--- config.mk ---
export PLATFORM = sky130hd
export DESIGN_NAME = swtx_top
export DESIGN_NICKNAME = d
export VERILOG_FILES = /design/src/rtl/swtx_pkg.sv /design/src/rtl/swtx_loader.sv /design/src/rtl/swtx_fifo.sv /design/src/rtl/swtx_shifter.sv /design/src/rtl/swtx_top.sv
export SDC_FILE = /design/constraint.sdc
export NUM_CORES = 1
export LEC_CHECK = 0
export BUFFER_PORTS_ARGS = -buffer_cell sky130_fd_sc_hd__buf_2
export CAP_MARGIN = 20
export CORE_MARGIN = 1.5
export CORE_UTILIZATION = 27
export DETAILED_ROUTE_END_ITERATION = 10
export PLACE_DENSITY = 0.4
export REMOVE_ABC_BUFFERS = 1
export SYNTH_ARGS = -nofsm -noshare
export SYNTH_HDL_FRONTEND = slang
export SYNTH_SLANG_ARGS = --single-unit
--- constraint.sdc ---
create_clock -name clk -period 3.62 [get_ports clk]
set_input_delay 0.181 -clock clk [delete_from_list [all_inputs] [get_ports clk]]
set_output_delay 0.181 -clock clk [all_outputs]
set_load 0.01 [all_outputs]
--- src/rtl/swtx_pkg.sv ---
package swtx_pkg;
    localparam int WORD_W     = 32;
    localparam int HALF_W     = 16;
    localparam int GAP_PHASES = 8;

    typedef enum logic [1:0] {
        ST_IDLE = 2'd0,
        ST_SEND = 2'd1,
        ST_GAP  = 2'd2
    } tx_state_e;

    typedef struct packed {
        logic [HALF_W-1:0] upper;
        logic [HALF_W-1:0] lower;
    } word_t;

    function automatic word_t set_odd_parity(input word_t w);
        logic [WORD_W-1:0] flat;
        flat = w;
        flat[WORD_W-1] = ~^flat[WORD_W-2:0];
        return word_t'(flat);
    endfunction
endpackage

--- src/rtl/swtx_loader.sv ---
module swtx_loader
    import swtx_pkg::*;
(
    input  logic              clk,
    input  logic              rst,
    input  logic [HALF_W-1:0] host_data,
    input  logic              load_lo,
    input  logic              load_hi,
    input  logic              par_en,
    input  logic              fifo_full,
    output logic              push,
    output word_t             push_word
);
    logic [HALF_W-1:0] lower_q;
    word_t             raw_word;

    always_ff @(posedge clk) begin
        if (rst) begin
            lower_q <= '0;
        end else if (load_lo && !fifo_full) begin
            lower_q <= host_data;
        end
    end

    always_comb begin
        raw_word.upper = host_data;
        raw_word.lower = lower_q;
        push_word      = par_en ? set_odd_parity(raw_word) : raw_word;
        push           = load_hi && !fifo_full;
    end
endmodule

--- src/rtl/swtx_fifo.sv ---
module swtx_fifo
    import swtx_pkg::*;
#(
    parameter int DEPTH = 32
) (
    input  logic  clk,
    input  logic  rst,
    input  logic  push,
    input  word_t push_word,
    input  logic  pop,
    output word_t head,
    output logic  empty,
    output logic  half,
    output logic  full
);
    localparam int AW = $clog2(DEPTH);
    localparam int CW = AW + 1;
    localparam logic [CW-1:0] CNT_FULL = CW'(DEPTH);
    localparam logic [CW-1:0] CNT_HALF = CW'(DEPTH / 2);

    word_t          mem [DEPTH];
    logic [AW-1:0]  wr_ptr;
    logic [AW-1:0]  rd_ptr;
    logic [CW-1:0]  count;
    logic           do_push;
    logic           do_pop;

    assign do_push = push && (count != CNT_FULL);
    assign do_pop  = pop && (count != '0);

    always_ff @(posedge clk) begin
        if (do_push) begin
            mem[wr_ptr] <= push_word;
        end
    end

    always_ff @(posedge clk) begin
        if (rst) begin
            wr_ptr <= '0;
            rd_ptr <= '0;
            count  <= '0;
        end else begin
            if (do_push) wr_ptr <= wr_ptr + 1'b1;
            if (do_pop)  rd_ptr <= rd_ptr + 1'b1;
            case ({do_push, do_pop})
                2'b10:   count <= count + 1'b1;
                2'b01:   count <= count - 1'b1;
                default: count <= count;
            endcase
        end
    end

    assign head  = mem[rd_ptr];
    assign empty = (count == '0);
    assign half  = (count >= CNT_HALF);
    assign full  = (count == CNT_FULL);
endmodule

--- src/rtl/swtx_shifter.sv ---
module swtx_shifter
    import swtx_pkg::*;
#(
    parameter int PHASE_FAST = 5,
    parameter int PHASE_SLOW = 40
) (
    input  logic  clk,
    input  logic  rst,
    input  logic  tx_en,
    input  logic  rate_sel,
    input  logic  fifo_empty,
    input  word_t head,
    output logic  pop,
    output logic  idle,
    output logic  line_a,
    output logic  line_b
);
    localparam int MAXP = (PHASE_SLOW > PHASE_FAST) ? PHASE_SLOW : PHASE_FAST;
    localparam int CW   = $clog2(MAXP + 1);
    localparam int BW   = $clog2(WORD_W);
    localparam int GW   = $clog2(GAP_PHASES);
    localparam logic [CW-1:0] LEN_FAST = CW'(PHASE_FAST);
    localparam logic [CW-1:0] LEN_SLOW = CW'(PHASE_SLOW);
    localparam logic [BW-1:0] LAST_BIT = BW'(WORD_W - 1);
    localparam logic [GW-1:0] LAST_GAP = GW'(GAP_PHASES - 1);

    tx_state_e          state;
    logic [WORD_W-1:0]  shreg;
    logic [BW-1:0]      bit_idx;
    logic [GW-1:0]      gap_idx;
    logic               phase_hi;
    logic [CW-1:0]      cnt;
    logic [CW-1:0]      phase_len;
    logic               phase_end;

    assign pop       = (state == ST_IDLE) && tx_en && !fifo_empty;
    assign phase_end = (cnt == phase_len - 1'b1);

    always_ff @(posedge clk) begin
        if (rst) begin
            state     <= ST_IDLE;
            shreg     <= '0;
            bit_idx   <= '0;
            gap_idx   <= '0;
            phase_hi  <= 1'b0;
            cnt       <= '0;
            phase_len <= LEN_FAST;
        end else begin
            case (state)
                ST_IDLE: begin
                    if (pop) begin
                        state     <= ST_SEND;
                        shreg     <= head;
                        bit_idx   <= '0;
                        phase_hi  <= 1'b1;
                        cnt       <= '0;
                        phase_len <= rate_sel ? LEN_SLOW : LEN_FAST;
                    end
                end
                ST_SEND: begin
                    if (phase_end) begin
                        cnt <= '0;
                        if (phase_hi) begin
                            phase_hi <= 1'b0;
                        end else begin
                            phase_hi <= 1'b1;
                            shreg    <= shreg >> 1;
                            if (bit_idx == LAST_BIT) begin
                                state   <= ST_GAP;
                                gap_idx <= '0;
                            end else begin
                                bit_idx <= bit_idx + 1'b1;
                            end
                        end
                    end else begin
                        cnt <= cnt + 1'b1;
                    end
                end
                ST_GAP: begin
                    if (phase_end) begin
                        cnt <= '0;
                        if (gap_idx == LAST_GAP) begin
                            state <= ST_IDLE;
                        end else begin
                            gap_idx <= gap_idx + 1'b1;
                        end
                    end else begin
                        cnt <= cnt + 1'b1;
                    end
                end
                default: state <= ST_IDLE;
            endcase
        end
    end

    assign idle   = (state == ST_IDLE);
    assign line_a = (state == ST_SEND) && phase_hi && shreg[0];
    assign line_b = (state == ST_SEND) && phase_hi && !shreg[0];
endmodule

--- src/rtl/swtx_top.sv ---
module swtx_top
    import swtx_pkg::*;
#(
    parameter int DEPTH      = 32,
    parameter int PHASE_FAST = 5,
    parameter int PHASE_SLOW = 40
) (
    input  logic        clk,
    input  logic        rst,
    input  logic [15:0] host_data,
    input  logic        load_lo,
    input  logic        load_hi,
    input  logic        par_en,
    input  logic        tx_en,
    input  logic        rate_sel,
    output logic        fifo_empty,
    output logic        fifo_half,
    output logic        fifo_full,
    output logic        tx_ready,
    output logic        line_a,
    output logic        line_b
);
    logic  fifo_push;
    logic  fifo_pop;
    logic  tx_idle;
    word_t push_word;
    word_t head_word;

    swtx_loader u_loader (
        .clk       (clk),
        .rst       (rst),
        .host_data (host_data),
        .load_lo   (load_lo),
        .load_hi   (load_hi),
        .par_en    (par_en),
        .fifo_full (fifo_full),
        .push      (fifo_push),
        .push_word (push_word)
    );

    swtx_fifo #(.DEPTH(DEPTH)) u_fifo (
        .clk       (clk),
        .rst       (rst),
        .push      (fifo_push),
        .push_word (push_word),
        .pop       (fifo_pop),
        .head      (head_word),
        .empty     (fifo_empty),
        .half      (fifo_half),
        .full      (fifo_full)
    );

    swtx_shifter #(.PHASE_FAST(PHASE_FAST), .PHASE_SLOW(PHASE_SLOW)) u_shift (
        .clk        (clk),
        .rst        (rst),
        .tx_en      (tx_en),
        .rate_sel   (rate_sel),
        .fifo_empty (fifo_empty),
        .head       (head_word),
        .pop        (fifo_pop),
        .idle       (tx_idle),
        .line_a     (line_a),
        .line_b     (line_b)
    );

    assign tx_ready = fifo_empty && tx_idle;
endmodule

# Yosys cells after proc, flatten, opt, wreduce, memory -nomap -nowiden
# Memories as Yosys holds them, arrays and structs flattened. A register that Yosys moved wholly into a read port is not among the register bits.
# Index checks and enable logic that the tools add are counted.
op_classes:
  n_addsub: 8
  magnitude_cmp: 1
  mux: 36
  eq_ne: 17
  n_reduce_logical: 29
ops:
  columns: ["cell", "count"]
  rows:
  - ["$mux W32", 4]
  - ["$pmux W32 S2", 1]
  - ["$reduce_xnor A31 Y1", 1]
  - ["$mux W5", 6]
  - ["$pmux W6 S2", 2]
  - ["$mux W6", 3]
  - ["$add A5 B1 Y5 const B", 3]
  - ["$mux W3", 5]
  - ["$add A6 B1 Y6 const B", 2]
  - ["$mux W2", 6]
  - ["$reduce_and A6 Y1", 2]
  - ["$sub A6 B1 Y6 const B", 2]
  - ["$logic_and A1 B1 Y1", 10]
  - ["$ne A2 B1 Y1 const B", 5]
  - ["$pmux W5 S2", 1]
  - ["$reduce_bool A2 Y1", 4]
  - ["$eq A6 B6 Y1", 1]
  - ["$eq A6 B6 Y1 const B", 1]
  - ["$ge A6 B5 Y1 const B", 1]
  - ["$logic_not A6 Y1", 1]
  - ["$ne A2 B2 Y1 const B", 3]
  - ["$ne A6 B6 Y1 const B", 1]
  - ["$pmux W2 S3", 1]
  - ["$pmux W3 S2", 1]
  - ["15 further kinds", 24]
totals:
  out_inout_bits: 6
  register_bits: 87
  inputBits: 23
  elab_cells: 103
  memories: 1
  mem_bits_rw: 1024
mem_list:
  columns: ["name", "depth", "word_bits", "read_ports", "rd_ports_with_merged_regs", "wr", "line", "source"]
  rows:
  - ["u_fifo.mem", 32, 32, 1, 1, 1, "swtx_fifo.sv:21", "word_t mem [DEPTH];"]

# Depth between registers and ports, before layout
# Gate-level depths: netlist of the first run.
logic_depth:
  word_depth: 6
  ltp_mapped: 16
  ltp_nobuf: 13

# Modules after synthesis
# Synthesis of the first run repeated with hierarchy kept, for this count alone.
hier_totals:
  hier_cells: 2472
  area_unflattened_um2: 44252.4
by_module_without_submodules:
  columns: ["mod", "area_per_inst_um2", "seq_area_each_um2", "cells_each", "instances"]
  rows:
  - ["swtx_fifo", 40380.0, 31169.9, 2052, 1]
  - ["swtx_shifter", 2892.8, 1021.0, 303, 1]
  - ["swtx_loader", 973.4, 320.3, 116, 1]
  - ["swtx_top", 6.3, 0.0, 1, 1]

# Worst setup path after synthesis of the first run
# Ideal clock, no wire load.
synth_timing:
  path_kind: "flip-flop to flip-flop"
  from: "reg u_fifo.count[2]"
  to: "mem u_fifo.mem[23][0] (netlist bit), enable pin"
  synth_period_minus_slack_ns: 3.148
  arrival_time_ns: 2.727
  stages_incl_launch_ff: 8
  n_path_buf: 2
  path_slack_ns: 0.472
  setup_ns: 0.421
  required_ns: 3.199
  path_cell_list: "dfxtp_1 -> clkbuf_1 -> nor3_1 -> nand3_1 -> and2_1 -> buf_2 -> nand2_1 -> nor2_1"
synth_via:
  elab_chain_len: 6
  elab_cells_between_ends: 7
  cone_classes: "2 x eq/ne; 2 x mux; 3 x reduce/logical"
synth_rtl:
  columns: ["item", "line", "source"]
  rows:
  - ["from (decl)", "swtx_fifo.sv:24", "logic [CW-1:0] count;"]
  - ["from (signal assigned)", "swtx_fifo.sv:46", "2'b10: count <= count + 1'b1;"]
  - ["from (signal assigned)", "swtx_fifo.sv:47", "2'b01: count <= count - 1'b1;"]
  - ["from (signal assigned)", "swtx_fifo.sv:48", "default: count <= count;"]
  - ["$eq A6 B6 Y1", "swtx_fifo.sv:56", "assign full = (count == CNT_FULL);"]
  - ["$logic_not A1 Y1", "swtx_loader.sv:29", "push = load_hi && !fifo_full;"]
  - ["$logic_and A1 B1 Y1", "swtx_loader.sv:29", null]
  - ["$logic_and A1 B1 Y1 (*)", "swtx_fifo.sv:28", "assign do_push = push && (count != CNT_FULL);"]
  - ["$mux W1 (*)", "swtx_fifo.sv:32", "if (do_push) begin"]
  - ["$mux W1 (not written as such) (*)", "swtx_fifo.sv:33", "mem[wr_ptr] <= push_word;"]
  - ["to (decl)", "swtx_fifo.sv:21", null]
# Mark *: on every way between the ends. The rest lies on a longest branch, timed or not.

# Worst setup path after layout of the first run
layout_timing:
  from: "reg u_fifo.count[1]"
  to: "mem u_fifo.mem[1][9] (netlist bit), enable pin"
# Same word-level chain as after synthesis.

==> results of run 1 <==
-- power by group --
| part | total (mW) | switching, mW | internal (mW) | leakage [nW] |
|---|---|---|---|---|
| registers | 15.0 | 0.312 | 14.7 | 10.0 |
| clock network | 12.2 | 5.24 | 6.95 | 1.92 |
| logic | 5.10 | 2.93 | 2.17 | 3.83 |
| total | 32.3 | 8.48 | 23.8 | 15.8 |
-- registers in the layout, indices dropped and copies added (netlist names), 2 cells and up, named ones only --
| register | count |
|---|---|
| u_shift.gap_idx | 3 |
| u_fifo.count | 6 |
| u_shift.shreg | 32 |
| u_fifo.mem | 1024 |
| u_fifo.wr_ptr | 5 |
| u_shift.state | 2 |
| u_shift.bit_idx | 5 |
| u_loader.lower_q | 16 |
| u_fifo.rd_ptr | 5 |
| u_shift.phase_len | 2 |
| u_shift.cnt | 6 |
-- logic make-up after synthesis --
logic type	after synthesis
flip-flops	1112
multiplexers	349
AND/OR/NAND/NOR	255
AO/OA/AOI/OAI	187
buffers and inverters	132
XOR/XNOR	53
adder cells (fa/ha/maj)	19
-- worst paths after layout --
path | from | end | slack (ns) | cells past startpoint
worst max-delay path | u_fifo.count[1] | u_fifo.mem[1][9] | 0.60 | 7
worst min-delay path | host_data[11] | u_fifo.mem[2][27] | 0.06 | 2
worst max register to register | u_fifo.count[1] | u_fifo.mem[1][9] | 0.60 | 7
worst min register to register | u_shift.gap_idx[1] | u_shift.gap_idx[1] | 0.46 | 2
-- timing repair --
action	4_1_cts	5_1_grt
setup endpoints to repair	0	0
hold buffers	23	0
endpoints found under the hold margin	374	0
gates resized for setup	0	0
-- synthesized netlist by cell type, drive strengths merged, types with 2 or more instances --
cell type	n	area share [%]
nor2b	7	0.10
a22oi	62	1.1
clkbuf	56	0.49
o22ai	21	0.33
nand4	8	0.12
and3	16	0.23
a31oi	9	0.13
ha	19	0.55
o2bb2ai	7	0.14
or2	6	0.087
nor3	6	0.081
buf	62	0.77
inv	14	0.13
a21o	5	0.087
nand2	96	0.84
nor2	69	0.60
nand3	28	0.32
xor2	18	0.36
a21oi	42	0.52
or3	5	0.072
dfxtp	88	4.1
nand3b	4	0.069
mux2i	76	1.8
o21ai	8	0.12
and2	2	0.029
nand2b	4	0.058
or3b	3	0.061
edfxtp	1024	71
xnor2	35	0.71
a221o	12	0.28
mux4	273	14
o31ai	4	0.069
o221a	12	0.31
-- through the flow --
step | power, mW | area, um^2 | cells | hold WS (ns) | setup WS (ns)
final | 32.28 | 51380 | 4487 | 0.06121 | 0.5977
after global routing | 33.55 | 51380 | 4485 | 0.02470 | 0.4681
after CTS | 32.72 | 51380 | 4485 | 0.009507 | 0.6036
after detailed placement | 20.42 | 47210 | 4233 | 0.4539 | 0.6267
after global placement | 20.35 | 47190 | 4232 | 0.4429 | 0.5345
after floorplan | 19.12 | 42720 | 1989 | 0.2501 | -5.814
-- layer usage --
| metal | wire length, um | share of wire, % |
|---|---|---|
| met3 | 5872 | 4.5 |
| met5 | 0 | 0 |
| met2 | 61590 | 48 |
| met4 | 3016 | 2.3 |
| met1 | 58800 | 45 |
-- final cells by class --
type                    instances  area share [%]
flip-flops and latches       1112           63.30
multi-input cells             863           20.29
clock buffers                 160           6.372
well taps                    2072           5.045
repair buffers                195           3.575
clock inverters                69           1.300
inverters                      14          0.1071
diodes                          2        0.009740
==> summary.md, run 1 <==
| Metric | Value |
|---|---|
| XOR/XNOR Fraction of Synth Area | `1.073%` |
| Iter 0 DRT Violations | `1844` |
| Post-CTS Setup Repair Bufs | `0` |
| Async SR Flop Fraction | `0%` |
| Fill cell count | `14990` |
| Final core occ | `32.37%` |
| Synth Instances | `approximately 2100` |
| P_leak | `15.79 nW` |
| Detailed-route DRC error count | `0` |
| CP delay by family, top | `simple AND/OR/NAND/NOR gates` |
| Peak Freq | `roughly 0.33 GHz` |
| Sum of buffers and inverters on the critical path | `2` |
| Most frequent cells in the layout | `1024 x edfxtp_1, 273 x mux4_2, 121 x clkbuf_16, 114 x buf_4, 95 x nand2_1` |
| Post-synth EDFFs | `1024` |
| Mux contribution to synthesized area | `15.97%` |
| Mean post-synth cell area | `20.53 um^2` |
| Area of the core | `around 0.16 mm^2` |
| GRT met1 Usage | `22.05%` |
| CTS tree | `built` |
| Wire per inst | `28.81 um` |
| Synth Cell Area | `0.04327 mm^2` |
| Simple-gate share of the synthesized area | `under 10%` |
| Multi-input combinational cell area | `0.01043 mm^2` |
| Clock sink total | `1112` |
| Tcrit/Tclk final | `83.49%` |
| Layout area overhead | `18.77%` |
| Hold Path Class | `primary input to flip-flop` |
| Fin crit period | `3.022 ns` |
| Main combinational cell family by area after synthesis | `multiplexers` |
| Worst setup SP type | `flip-flop` |
| Worst-Skew Late Latency | `0.76 ns` |
| Commonest non-fill, non-tap cell in the layout | `edfxtp_1` |
| Clock Skew | `0.02547 ns` |
| Rows | `146` |
| Detail Placement HPWL | `73980 um` |
| Proportion of layout cells with a drive suffix above 1 | `28.47%` |
| Final nets | `2349` |
| RSZ-0062 raised after global routing | `false` |
| Clock-pin slew on the worst setup and hold paths | `0.06 ns` |
| Post-synthesis register bit count | `approximately 1100` |
| Initial Util | `a little over a quarter` |
| Die area | `~0.16 mm^2` |
| GRT busiest layer | `met2` |
| CP peak stage delay | `0.86 ns` |
| M3 GR Usage | `2.635%` |
| Slew headroom | `38.00%` |
| Post-synthesis compound-gate area fraction | `3.193%` |
| Req. time, crit path | `about 4.1 ns` |
| CP endpoint kind | `flip-flop` |
| Yosys warns | `0` |
| Max FO, Critical Path | `15` |
| Grt ovf | `0` |
| Clock Path Buffers | `3` |
| Reg area | `around 0.033 mm^2` |
| Avg Vias per Cell | `4.843` |
| Die Y | `403.3 um` |
| Pwr per Cell Area | `628.1 mW/mm^2` |
| DIE WIDTH | `403.3 um` |
| Worst endpoint data arrival time | `3.47 ns` |
| Slowest CP cell | `nor2_4` |
| Htree depth | `3` |
| Initial antenna violation count | `0` |
| Clk root buf | `clkbuf_16` |
| Port bufs | `28` |
| GP Congestion | `between 0.7 and 0.8` |
| CTS buffer count | `121` |
| Final setup TNS | `0 ns` |
| Total Wirelength | `129300 um` |
| Global-route usage over all layers | `15.87%` |
| Slew @ Worst Pin | `0.9300 ns` |
| Grt met2 use | `25.51%` |
| Distinct cells, synth | `between 50 and 60` |
| Post-synthesis adder-cell area fraction | `less than 1%` |
| Critical setup path kind | `flip-flop to flip-flop` |
| Final setup violation count | `0` |
| Drt first pass iters | `7` |
| First-pass GRT wire length | `180600 um` |
| Status | `finished clean` |
| Ports | `29` |
| Primary FF master, synth | `edfxtp_1` |
| Antenna-violating nets left | `0` |
| Vias in the first global route | `22580` |
| Peak supply drop | `0.0004860 V` |
| Vias | `21730` |
| Largest net degree at the start of global routing | `between 60 and 70` |
| Final max-slew violation count | `0` |
| Critical-path cell list | `nor3_1, nand3_1, and2_1, buf_4, nand2_1, nor2_4, buf_12` |
| Register area share after synthesis | `75.14%` |
| Max-cap violation count | `0` |
| Final Hold Viols | `0` |
Note: power is estimated with default switching activity, not from simulation.
==> run 2, diff against run 1 <==
--- a/config.mk
+++ b/config.mk
@@ -10,7 +10,7 @@
 export CORE_MARGIN = 1.5
 export CORE_UTILIZATION = 27
 export DETAILED_ROUTE_END_ITERATION = 10
-export PLACE_DENSITY = 0.4
+export PLACE_DENSITY = 0.41
 export REMOVE_ABC_BUFFERS = 1
 export SYNTH_ARGS = -nofsm -noshare
 export SYNTH_HDL_FRONTEND = slang
==> constraint.sdc (replaced) <==
create_clock -name clk -period 2.6 [get_ports clk]
set_input_delay 0.13 -clock clk [delete_from_list [all_inputs] [get_ports clk]]
set_output_delay 0.13 -clock clk [all_outputs]
set_load 0.01 [all_outputs]
==> run 2 against run 1 <==
Against the previous run: the flow now finishes with violations (setup timing); combinational power rose by 58%; worst hold slack improved by 0.17 ns; core utilization rose by 0.95 points; total power rose by 45%; routed wire length fell by 1.4%; maximum frequency rose by 15%; critical path type unchanged; critical endpoint is now u_fifo.count[4].
==> summary.md, run 2 (synthesis results as in run 1) <==
| Metric | Value |
|---|---|
| Most frequent cells in the layout | `1024 x edfxtp_1, 273 x mux4_2, 150 x buf_4, 133 x clkbuf_16, 95 x nand2_1 (was 1024 x edfxtp_1, 273 x mux4_2, 121 x clkbuf_16, 114 x buf_4, 95 x nand2_1)` |
| Area of the core | `0.1587 mm^2 (unchanged)` |
| Setup ws final | `-0.02002 ns (was 0.5977 ns)` |
| Worst setup SP type | `flip-flop (unchanged)` |
| Violated checks | `setup timing` |
| CTS tree | `built (unchanged)` |
| Antenna-violating nets left | `0 (unchanged)` |
| Grt ovf | `0 (unchanged)` |
| CP endpoint kind | `flip-flop (unchanged)` |
| Switch share | `25.98% (was 26.26%)` |
| Final setup violation count | `2 (was 0)` |
| Clock-pin slew on the worst setup and hold paths | `0.05 ns (was 0.06 ns)` |
| Clock sink total | `1112 (unchanged)` |
| Int Pwr | `34.66 mW (was 23.80 mW)` |
| Die Y | `403.3 um (unchanged)` |
| Fill cell count | `14920 (was 14990)` |
| GP Congestion | `0.7709 (was 0.7557)` |
| Ports | `29 (unchanged)` |
| Die area | `0.1627 mm^2 (unchanged)` |
| Iter 0 DRT Violations | `2006 (was 1844)` |
| Clk root buf | `clkbuf_16 (unchanged)` |
| Design area | `0.05289 mm^2 (was 0.05138 mm^2)` |
| Tcrit/Tclk final | `100.8% (was 83.49%)` |
| Htree depth | `4 (was 3)` |
| Placed Area | `0.04812 mm^2 (was 0.04721 mm^2)` |
| Port bufs | `28 (unchanged)` |
| Req. time, crit path | `3.21 ns (was 4.07 ns)` |
| RSZ-0062 raised after global routing | `true (was false)` |
| Commonest non-fill, non-tap cell in the layout | `edfxtp_1 (unchanged)` |
| Largest Register | `u_fifo.mem (unchanged)` |
| Total Wirelength | `127500 um (was 129300 um)` |
| Largest register FFs | `1024 (unchanged)` |
| First-pass GRT wire length | `179400 um (was 180600 um)` |
| Rows | `146 (unchanged)` |
| Drt first pass iters | `5 (was 7)` |
| P_leak | `16.44 nW (was 15.79 nW)` |
| Hold Path Class | `primary input to flip-flop (unchanged)` |
| Clock Power Share | `38.4% (was 37.8%)` |
| Global-route usage over all layers | `15.74% (was 15.87%)` |
| Clock Skew | `0.02917 ns (was 0.02547 ns)` |
| Slew headroom | `41.55% (was 38.00%)` |
| Hold Slack | `0.2279 ns (was 0.06121 ns)` |
| Final Hold Viols | `0 (unchanged)` |
| Initial antenna violation count | `3 (was 0)` |
| Proportion of layout cells with a drive suffix above 1 | `31.62% (was 28.47%)` |
| Max-cap violation count | `0 (unchanged)` |
| Slew @ Worst Pin | `0.8746 ns (was 0.9300 ns)` |
| CTS buffer count | `130 (was 121)` |
| Final nets | `2438 (was 2349)` |
| Worst-Skew Late Latency | `0.77 ns (was 0.76 ns)` |
| Reg area | `0.03253 mm^2 (was 0.03252 mm^2)` |
| Vias in the first global route | `23300 (was 22580)` |
| Initial Util | `27.25% (unchanged)` |
| Pwr per Cell Area | `885.3 mW/mm^2 (was 628.1 mW/mm^2)` |
| Sequential Power Share | `44.4% (was 46.4%)` |
| Status | `finished, violations left (was finished clean)` |
| Max FO, Critical Path | `4 (was 15)` |
| Final max-slew violation count | `0 (unchanged)` |
| Tot Pwr | `46.82 mW (was 32.28 mW)` |
| Detail Placement HPWL | `73670 um (was 73980 um)` |
| Vias | `22020 (was 21730)` |
| Reported net switching power | `12.16 mW (was 8.477 mW)` |
| Comb pwr share | `17.2% (was 15.8%)` |
| Regs by FF count | `u_fifo.mem x1024, u_shift.shreg x32, u_loader.lower_q x16 (unchanged)` |
| Clock Path Buffers | `3 (unchanged)` |
| Critical setup path kind | `flip-flop to flip-flop (unchanged)` |
| Worst endpoint data arrival time | `3.23 ns (was 3.47 ns)` |
| Peak Freq | `0.3817 GHz (was 0.3309 GHz)` |
| Fin crit period | `2.620 ns (was 3.022 ns)` |
| Multi-input combinational cell area | `0.01056 mm^2 (was 0.01043 mm^2)` |
| Placed cell count | `4300 (was 4233)` |
| Largest net degree at the start of global routing | `55 (was 61)` |
| Peak supply drop | `0.0005411 V (was 0.0004860 V)` |
| Finished Layout Cells | `4568 (was 4487)` |
| Avg Vias per Cell | `4.819 (was 4.843)` |
| DIE WIDTH | `403.3 um (unchanged)` |
| Wire per inst | `27.91 um (was 28.81 um)` |
| Detailed-route DRC error count | `0 (unchanged)` |
| Layout area overhead | `22.25% (was 18.77%)` |
==> run 2: cell types whose count changed in the layout (fill, tap and decap cells not counted), sizes merged <==
cell and change:
buf +72, a21oi +1, bufinv +2, diode +2, clkinv -15, dlygate4sd3 +5
clkinvlp +1, inv +3, clkbuf +10
==> run 2: path summary, 6_finish.rpt <==
path | cells after the start | slack [ns] | start | to
worst max-delay path | 12 | -0.02 | u_fifo.count[1] | u_fifo.count[4]
worst min-delay path | 2 | 0.23 | host_data[5] | u_fifo.mem[30][21]
worst max register to register | 12 | -0.02 | u_fifo.count[1] | u_fifo.count[4]
worst min register to register | 2 | 0.46 | u_shift.gap_idx[2] | u_shift.gap_idx[2]
==> run 2: area by class of cell <==
cell class,count,share of cell area [%]
sequential,1112,61.50
multi-input combinational,864,19.97
clock buffer,168,6.593
clock inverter,60,1.358
antenna,4,0.01893
timing repair buffer,274,5.555
tap,2072,4.902
inverter,14,0.1041
==> run 2: routing by layer <==
metal	wire (um)	global-route usage [%]	vias up	share of wire (%)
met5	0	0	-	0
met4	2514	4.184	0	2.0
met3	6081	2.667	169	4.8
met2	62230	25.98	537	49
met1	56660	21.42	11990	44
li1	-	-	9317	-
==> run 2: stage by stage <==
stage               setup slack (ns)  TNS (ns)  utilization (%)
finish                      -0.02002  -0.03783            33.32
global placement             -0.3917    -12.69            30.31
global route                 -0.1565   -0.4743            33.31
detailed placement           -0.5490    -17.79            30.31
floorplan                     -6.834   -869.46                -
CTS                          0.01535         0            33.20
==> run 2: power by group through the flow <==
stage                     Clock, mW  Sequential [mW]  Combinational [mW]
after floorplan                   0             21.6                4.55
final                          18.0             20.8                8.06
after CTS                      18.5             20.8                8.00
after global placement            0             21.1                7.61
after detailed placement          0             21.1                7.69
after global routing           19.2             20.8                8.70
==> run 2: critical path, cell delays in order, from the launching register on <==
cell and delay, ns:
dfxtp_4 0.35, or3_4 0.41, o211ai_4 0.23, inv_4 0.06, ha_4 0.17, xor2_2 0.17, ha_2 0.20, a21o_1 0.17
a221oi_2 0.29, a21o_1 0.14, a21oi_2 0.06, xnor2_1 0.17, nor2_1 0.07
==> run 2: timing repair <==
item                                    4_1_cts  5_1_grt
endpoints found under the hold margin       562        0
endpoints found under the setup margin       36       15
hold buffers                                 28        0
resized for setup                            12       20
gates cloned                                  1        2
pin swaps                                     2       12
buffers inserted                              1        4
